==> config.mk <==
export PLATFORM = sky130hd
export DESIGN_NAME = wpc_way_split
export DESIGN_NICKNAME = d
export VERILOG_FILES = /design/src/rtl/wpc_pkg.sv /design/src/rtl/wpc_miss_tally.sv /design/src/rtl/wpc_split_pick.sv /design/src/rtl/wpc_way_split.sv
export SDC_FILE = /design/constraint.sdc
export NUM_CORES = 1
export LEC_CHECK = 0
export BUFFER_PORTS_ARGS = -buffer_cell sky130_fd_sc_hd__buf_2
export CORE_MARGIN = 2
export CORE_UTILIZATION = 60
export CTS_CLUSTER_DIAMETER = 80
export CTS_CLUSTER_SIZE = 16
export DETAILED_ROUTE_END_ITERATION = 12
export GPL_TIMING_DRIVEN = 0
export PLACE_DENSITY = 0.77
export RECOVER_POWER = 100
export SLEW_MARGIN = 0
export SYNTH_ARGS = -nofsm -noshare
export SYNTH_HDL_FRONTEND = slang
export SYNTH_SLANG_ARGS = --single-unit
export TNS_END_PERCENT = 50
==> constraint.sdc <==
create_clock -name clk -period 12.5 [get_ports clk]
set_clock_uncertainty 0.2 [all_clocks]
set_input_delay 0.625 -clock clk [delete_from_list [all_inputs] [get_ports clk]]
set_output_delay 0.625 -clock clk [all_outputs]
set_load 0.005 [all_outputs]
==> src/rtl/wpc_pkg.sv <==
package wpc_pkg;
  typedef enum logic [1:0] {
    PH_BASE   = 2'd0,
    PH_UP     = 2'd1,
    PH_DN     = 2'd2,
    PH_DECIDE = 2'd3
  } wpc_phase_e;
endpackage

==> src/rtl/wpc_miss_tally.sv <==
module wpc_miss_tally #(
  parameter int CNT_W = 32
) (
  input  logic             clk,
  input  logic             rst_n,
  input  logic             clr,
  input  logic             hit_a,
  input  logic             hit_b,
  output logic [CNT_W-1:0] metric
);
  localparam logic [CNT_W:0] CAP = {1'b0, {CNT_W{1'b1}}};

  logic [CNT_W-1:0] cnt_q, cnt_d;
  logic [CNT_W:0]   sum;

  always_comb begin
    sum    = {1'b0, cnt_q} + (CNT_W+1)'(hit_a) + (CNT_W+1)'(hit_b);
    metric = (sum > CAP) ? {CNT_W{1'b1}} : sum[CNT_W-1:0];
    cnt_d  = clr ? '0 : metric;
  end

  always_ff @(posedge clk or negedge rst_n) begin
    if (!rst_n) cnt_q <= '0;
    else        cnt_q <= cnt_d;
  end

  AST_TALLY_STICKS: assert property (@(posedge clk) disable iff (!rst_n)
    (cnt_q == {CNT_W{1'b1}} && !clr) |=> (cnt_q == {CNT_W{1'b1}}));
  AST_TALLY_CLEARS: assert property (@(posedge clk) disable iff (!rst_n)
    clr |=> (cnt_q == '0));
endmodule

==> src/rtl/wpc_split_pick.sv <==
module wpc_split_pick #(
  parameter int QW    = 5,
  parameter int CNT_W = 32
) (
  input  logic [QW-1:0]    base,
  input  logic [CNT_W-1:0] m_base,
  input  logic [CNT_W-1:0] m_up,
  input  logic [CNT_W-1:0] m_dn,
  input  logic             up_ok,
  input  logic             dn_ok,
  output logic [QW-1:0]    next_base
);
  logic [CNT_W-1:0] best_m;

  always_comb begin
    next_base = base;
    best_m    = m_base;
    if (up_ok && (m_up < best_m)) begin
      next_base = base + QW'(1);
      best_m    = m_up;
    end
    if (dn_ok && (m_dn < best_m)) begin
      next_base = base - QW'(1);
      best_m    = m_dn;
    end
  end
endmodule

==> src/rtl/wpc_way_split.sv <==
module wpc_way_split
  import wpc_pkg::*;
#(
  parameter int UNITS = 16,
  parameter int CNT_W = 32
) (
  input  logic                       clk,
  input  logic                       rst_n,
  input  logic                       start,
  input  logic                       finish,
  input  logic                       epoch_end,
  input  logic                       miss_c0,
  input  logic                       miss_c1,
  output logic [$clog2(UNITS+1)-1:0] quota_c0,
  output logic [$clog2(UNITS+1)-1:0] quota_c1,
  output logic [1:0]                 phase,
  output logic                       busy,
  output logic                       done
);
  localparam int QW = $clog2(UNITS+1);
  localparam logic [QW-1:0] HALF = QW'(UNITS/2);
  localparam logic [QW-1:0] TOP  = QW'(UNITS-1);

  wpc_phase_e       phase_q, phase_d;
  logic             busy_q, busy_d, done_q, done_d;
  logic [QW-1:0]    base_q, base_d, pick;
  logic [CNT_W-1:0] mb_q, mu_q, md_q, metric;
  logic             mb_en, mu_en, md_en;
  logic             up_ok, dn_ok, clr;

  assign up_ok = (base_q < TOP);
  assign dn_ok = (base_q > QW'(1));
  assign clr   = start | ~busy_q | (phase_q == PH_DECIDE) | epoch_end;

  wpc_miss_tally #(.CNT_W(CNT_W)) u_tally (
    .clk(clk), .rst_n(rst_n), .clr(clr),
    .hit_a(miss_c0), .hit_b(miss_c1), .metric(metric)
  );

  wpc_split_pick #(.QW(QW), .CNT_W(CNT_W)) u_pick (
    .base(base_q), .m_base(mb_q), .m_up(mu_q), .m_dn(md_q),
    .up_ok(up_ok), .dn_ok(dn_ok), .next_base(pick)
  );

  always_comb begin
    phase_d = phase_q;
    busy_d  = busy_q;
    done_d  = done_q;
    base_d  = base_q;
    mb_en   = 1'b0;
    mu_en   = 1'b0;
    md_en   = 1'b0;
    if (start) begin
      phase_d = PH_BASE;
      busy_d  = 1'b1;
      done_d  = 1'b0;
      base_d  = HALF;
    end else if (busy_q) begin
      case (phase_q)
        PH_BASE: if (epoch_end) begin
          mb_en   = 1'b1;
          phase_d = up_ok ? PH_UP : (dn_ok ? PH_DN : PH_DECIDE);
        end
        PH_UP: if (epoch_end) begin
          mu_en   = 1'b1;
          phase_d = dn_ok ? PH_DN : PH_DECIDE;
        end
        PH_DN: if (epoch_end) begin
          md_en   = 1'b1;
          phase_d = PH_DECIDE;
        end
        default: begin
          base_d  = pick;
          phase_d = PH_BASE;
          if (finish) begin
            busy_d = 1'b0;
            done_d = 1'b1;
          end
        end
      endcase
    end
  end

  always_ff @(posedge clk or negedge rst_n) begin
    if (!rst_n) begin
      phase_q <= PH_BASE;
      busy_q  <= 1'b0;
      done_q  <= 1'b0;
      base_q  <= HALF;
    end else begin
      phase_q <= phase_d;
      busy_q  <= busy_d;
      done_q  <= done_d;
      base_q  <= base_d;
    end
  end

  always_ff @(posedge clk or negedge rst_n) begin
    if (!rst_n) begin
      mb_q <= '0;
      mu_q <= '0;
      md_q <= '0;
    end else begin
      if (mb_en) mb_q <= metric;
      if (mu_en) mu_q <= metric;
      if (md_en) md_q <= metric;
    end
  end

  always_comb begin
    case (phase_q)
      PH_UP:   quota_c0 = base_q + QW'(1);
      PH_DN:   quota_c0 = base_q - QW'(1);
      default: quota_c0 = base_q;
    endcase
    quota_c1 = QW'(UNITS) - quota_c0;
  end

  assign phase = phase_q;
  assign busy  = busy_q;
  assign done  = done_q;

  AST_QUOTA_FLOOR: assert property (@(posedge clk) disable iff (!rst_n)
    (quota_c0 >= QW'(1)) && (quota_c1 >= QW'(1)));
  AST_DECIDE_ONE_CYCLE: assert property (@(posedge clk) disable iff (!rst_n)
    (phase == 2'd3) |=> (phase != 2'd3));
  AST_START_EVEN: assert property (@(posedge clk) disable iff (!rst_n)
    start |=> (busy && !done && phase == 2'd0 && quota_c0 == HALF));
  AST_TRIAL_STEP: assert property (@(posedge clk) disable iff (!rst_n)
    (busy && !start && phase == 2'd0 && epoch_end) |=>
      ((phase == 2'd1 && quota_c0 == $past(quota_c0) + QW'(1)) ||
       (phase == 2'd2 && quota_c0 == $past(quota_c0) - QW'(1)) ||
       (phase == 2'd3)));
  AST_DONE_HOLDS: assert property (@(posedge clk) disable iff (!rst_n)
    (done && !start) |=> (done && !busy && $stable(quota_c0)));
  AST_IDLE_STILL: assert property (@(posedge clk) disable iff (!rst_n)
    (!busy && !start) |=> (!busy && $stable(quota_c0) && $stable(phase)));
endmodule

### Word-level counts from Yosys, hierarchy flattened

Cells that the tools add are included.
W data, S select, Z words.

| operators by class | value |
|---|---|
| add/sub/neg operators | 5 |
| order comparisons | 5 |
| equality and inequality tests | 7 |
| multiplexer cells | 35 |
| bitwise logic cells | 4 |
| reductions and logical operators | 10 |

Operators with widths:

| operator | number |
|---|---|
| $mux W32 | 3 |
| $lt A32 B32 Y1 | 2 |
| $add A32 B1 Y33 | 1 |
| $add A33 B1 Y33 | 1 |
| $gt A33 B32 Y1 const B | 1 |
| $mux W5 | 5 |
| $mux W1 | 19 |
| $mux W2 | 6 |
| $pmux W5 S2 | 1 |
| $ne A3 B3 Y1 const B | 3 |
| $pmux W2 S3 | 1 |
| $reduce_and A3 Y1 | 2 |
| $add A5 B1 Y5 const B | 1 |
| $gt A5 B1 Y1 const B | 1 |
| $lt A5 B4 Y1 const B | 1 |
| $sub A5 B1 Y5 const B | 1 |
| $sub A5 B5 Y5 const A | 1 |
| $eq A2 B2 Y1 const B | 2 |
| $reduce_and A4 Y1 | 1 |
| $reduce_bool A2 Y1 | 2 |
| $or A1 B1 Y1 | 3 |
| $reduce_bool A3 Y1 | 1 |
| $reduce_or A3 Y1 | 1 |
| $eq A2 B1 Y1 const B | 1 |
| other kinds (4) | 5 |

| storage, ports and cells | value |
|---|---|
| bits in registers | 137 |
| input port bits | 7 |
| output and inout bits | 14 |

### Longest topological paths before layout

| logic depth | value |
|---|---|
| depth in word-level cells | 9 |
| mapped depth | 21 |
| depth with buffers taken out | 19 |

### Cells and area by module

A second synthesis with hierarchy kept.

| unflattened totals | value |
|---|---|
| cell total of the unflattened synthesis | 833 |
| area, all modules | 8376.8 sq um |

By module, submodules not included:

| module | instances | cells an instance | area each (sq um) |
|---|---|---|---|
| wpc_way_split | 1 | 308 | 4385.5 |
| wpc_miss_tally | 1 | 236 | 2009.4 |
| wpc_split_pick | 1 | 289 | 1981.9 |

### Worst setup path after synthesis

No wires, ideal clock.

| timing path | value |
|---|---|
| kind | register to register |
| start point | register mu_q[2] |
| end point | register base_q[2] |
| library setup time | 0.128 ns |
| arrival time | 4.093 ns |
| required time | 12.172 ns |
| setup slack | 8.080 ns |
| cell stages (with the launch flop) | 20 |
| clock period less this slack | 4.420 ns |
| cells stage by stage | dfrtp_1 -> ha_1 -> nand2_1 -> o21ai_1 -> a31oi_1 -> o41ai_1 -> a21oi_1 -> buf_2 -> buf_2 -> nor2_1 -> a21oi_1 -> ha_1 -> nand4_1 -> or2_1 -> or4_1 -> nor4_2 -> nand4_1 -> nand2_2 -> mux2i_1 -> mux2_1 |

| between the ends | value |
|---|---|
| cells in the longest elaborated chain, start to end | 9 |

RTL lines:

| element | line | RTL |
|---|---|---|
| start, declared | wpc_way_split.sv:27 | `logic [CNT_W-1:0] mb_q, mu_q, md_q, metric;` |
| start signal, assigned | wpc_way_split.sv:105 | `if (mu_en) mu_q <= metric;` |
| $lt A32 B32 Y1 | wpc_split_pick.sv:18 | `if (up_ok && (m_up < best_m)) begin` |
| $logic_and A1 B1 Y1 | wpc_split_pick.sv:18 |  |
| $mux W32 | wpc_split_pick.sv:18 |  |
| $lt A32 B32 Y1 | wpc_split_pick.sv:22 | `if (dn_ok && (m_dn < best_m)) begin` |
| $logic_and A1 B1 Y1 | wpc_split_pick.sv:22 |  |
| $mux W5 | wpc_split_pick.sv:22 |  |
| $mux W5 | wpc_way_split.sv:59 | `case (phase_q)` |
| $mux W5 | wpc_way_split.sv:58 | `end else if (busy_q) begin` |
| $mux W5 | wpc_way_split.sv:53 | `if (start) begin` |
| end signal, assigned | wpc_way_split.sv:94 | `base_q <= base_d;` |
| end, declared | wpc_way_split.sv:26 | `logic [QW-1:0] base_q, base_d, pick;` |

Parallel ways exist; a longest one is shown, timed or not. The select of a mux whose other input is x is not followed.
A chain may end at the register's enable or synchronous reset.

==> flow_summary.yaml <==
cells_and_area:
  most-common-layout-cells: "136 x dfrtp_1, 133 x nand2_1, 123 x o21ai_0"
  drive_above_1_share_pct: 5.42
  area_growth_syn_to_layout_pct: 11.7
  finish.net_count: 1007
  antennaDiodeCount: 0
  final.fill_count: 1015
  final_common_cell: "dfrtp_1"
  regArea_sq_um: 3430
  multiInputGateArea_sq_um: 3890
power:
  p_seq_share_pct: 33.9
  power.leakage_nw: 3.87
  p_clk_share_pct: 37.6
  p_sw_share_pct: 34.1
  p_sw_w: 0.000478
  pwr-share-comb_pct: 28.4
  power.internal_w: 0.000922
  vdd.ir_drop.worst_mv: 0.135
  p_total_w: 0.00140
  p_per_area_nw_per_um2: 163
placement:
  port_buffers: 20
  dp_hpwl_um: 12500
  routabilityCongestion: 0.849
yosys:
  synth_area_leaders: "dfrtp_1 44%, ha_1 12%, o21ai_0 7.9%"
  synth-compound-area-share_pct: 15.4
  synthMuxAreaShare_pct: 1.35
  ys_warn_count: 0
  synth_cell_types: 52
  synth_edf_count: 0
  avgSynthCellArea_sq_um: 8.67
  ys_ff_latch: 137
  ys_seq_area_share_pct: 44.6
  synthAdderAreaFrac_pct: 11.8
  ys_async_sr_fraction_pct: 100
  yosysTopAreaCell: "dfrtp_1"
  syn_area_sq_um: 7690
  synth_top_family_by_area: "simple AND/OR/NAND/NOR gates"
  synth_ff_type: "dfrtp_1"
  synth_xor_area_share_pct: 3.42
  syn_inst: 887
  yosys.area_share.simple_pct: 18.8
  synth_top_area_share_pct: 44.2
  syn_nets: 966
setup_path:
  end_kind: "asynchronous set/reset pin"
  arrival_ns: 6.39
  cp-start-kind: "primary input"
  critPathMaxFanout: 81
  required_ns: 11.88
  critPathKind: "primary input to asynchronous set/reset pin"
timing:
  rsz0062_at_grt: "no"
  fin_tns_setup_ns: 0
  relSlewSlack_pct: -174
  fin_crit_sh_pct: 56.1
  maxSlewViolCount: 140
  finalCriticalPeriod_ns: 7.01
  setup_viol: 0
  hold_violations: 0
  fmax_mhz: 143
  fin_hold_ws_ns: 0.274
  tightest_slew_ns: 4.10
floorplanning:
  core_sq_um: 12600
  row_count: 41
  pin_count: 21
  initial_core_util_pct: 61.2
  die_h_um: 117
  floorplan.die_area_sq_um: 13700
  die_w_um: 117
routing:
  drc: 0
  drt_wl_total_um: 18000
  ant_nets: 0
  vias_per_cell: 5.73
  drt-initial-drc-count: 573
  dr.pass1.iters: 5
  vias: 6375
  wl_per_cell_um: 16.2
grt:
  gr-usage-met2_pct: 46.5
  grt_usage_pct: 28.8
  grt_max_degree: 82
  grt-ovfl-total: 0
  grt_pass1_vias: 6313
  grtUsageMet1_pct: 38.0
  use_met3_pct: 5.92
  antenna_found_initial: 0
  grt_pass1_wl_um: 30200
  busiest_layer: "met2"
status:
  violations: "max-capacitance violations, max-slew violations"
  status: "complete, but fails checks"
cts:
  cts-root-buf: "clkbuf_16"
  cts_tree: "yes"
  path_clk_slew_ns: 0.06
  cts_resized: 0
  cts_inserted_buffers: 17
  worst_skew_pair.late_latency_ns: 0.43
  clockBufferDepth: 2
  clkSinkCount: 137
  htreeDepth: 4
  cts_setup_buffers: 0
worst_hold_path:
  holdCritPathClass: "flip-flop to flip-flop"
job:
  max_cap_violations: 2
==> power by group through the flow <==
stage / logic (W) / registers, W / clock network, W
finish: 0.000398 / 0.000475 / 0.000527
global route: 0.000443 / 0.000477 / 0.000555
CTS: 0.000409 / 0.000475 / 0.000532
detailed placement: 0.000404 / 0.000483 / 0
global placement: 0.000399 / 0.000482 / 0
floorplan: 0.000271 / 0.000480 / 0
==> through the flow <==
step | instances | setup WS, ns | cell area [sq um] | utilization [%]
2_1_floorplan | 887 | 8.08 | 7690 | -
3_3_place_gp | 1079 | 7.16 | 8010 | 63.7
3_5_place_dp | 1080 | 7.10 | 8040 | 64.0
4_1_cts | 1113 | 7.07 | 8670 | 69.0
5_1_grt | 1113 | 4.15 | 8590 | 68.4
6_report | 1113 | 5.49 | 8590 | 68.4
==> what timing repair did <==
item                                    in CTS  in global routing
endpoints found under the hold margin       55                  0
endpoints found under the setup margin       0                  0
hold buffers                                 1                  0
==> registers in the layout (all words and copies together), names as in the netlist <==
name           count
mb_q              32
md_q              32
mu_q              32
u_tally.cnt_q     32
base_q             5
phase              2
busy               1
done               1
==> kinds of logic (layout without fill, tap and decap cells) <==
logic type                 count (synthesis)  count (layout)
AOI/OAI and AO/OA                        218             218
xor gates and xnor gates                  30              30
adders and majority gates                 72              72
buffers and inverters                     88             142
DFF                                      137             137
muxes                                     10              10
and+or+nand+nor                          332             332
==> Yosys cell counts, types with 2 or more instances <==
| cell | count |
|---|---|
| inv_1 | 46 |
| and3_1 | 7 |
| o41ai_1 | 2 |
| mux2_2 | 2 |
| a21o_1 | 3 |
| xor2_1 | 8 |
| mux2i_1 | 7 |
| buf_2 | 8 |
| nand3_1 | 22 |
| buf_4 | 4 |
| o21ai_0 | 122 |
| and2_1 | 2 |
| clkbuf_1 | 30 |
| a31oi_1 | 3 |
| a21oi_1 | 64 |
| nand2b_1 | 5 |
| xnor2_1 | 22 |
| and4_1 | 4 |
| dfrtp_1 | 136 |
| nand2_1 | 132 |
| o21a_1 | 2 |
| nor2_1 | 118 |
| nor3_1 | 8 |
| nand4_1 | 17 |
| ha_1 | 71 |
| nor2b_1 | 7 |
| nor3_2 | 2 |
| o21bai_1 | 2 |
| a211oi_1 | 7 |
| o21ai_1 | 2 |
==> worst max-delay path: stages <==
cell and delay [ns]:
dlygate4sd3_1 0.52, clkbuf_1 2.15, clkbuf_1 3.00
==> final timing paths <==
kind / start / end / slack (ns) / cells after the start
min in group asynchronous: rst_n / mb_q[6]$_DFFE_PN0P_ / 1.55 / 2
max in group clk: mb_q[29]$_DFFE_PN0P_ / base_q[2]$_DFFE_PN0P_ / 6.80 / 19
hold / removal: mb_q[1]$_DFFE_PN0P_ / mb_q[1]$_DFFE_PN0P_ / 0.27 / 2
setup / recovery: rst_n / u_tally.cnt_q[29]$_DFF_PN0_ / 5.49 / 3
hold reg to reg: mb_q[1]$_DFFE_PN0P_ / mb_q[1]$_DFFE_PN0P_ / 0.27 / 2
setup reg to reg: mb_q[29]$_DFFE_PN0P_ / base_q[2]$_DFFE_PN0P_ / 6.80 / 19
==> metal layers <==
metal / part of all wire [%] / vias to the layer above
met5: 0 / -
met1: 46 / 3085
met2: 48 / 133
met4: 2.3 / 0
met3: 4.3 / 36
li1: - / 3121
==> area by class of cell <==
class	instances	share of cell area, %
Multi-Input combinational cell	662	45.3
Buffer	42	1.97
Timing Repair Buffer	22	1.11
Clock inverter	13	2.04
Sequential cell	137	39.9
Clock buffer	19	5.15
Tap cell	172	2.50
Inverter	46	2.01
Note: power is estimated with default switching activity, not from simulation.
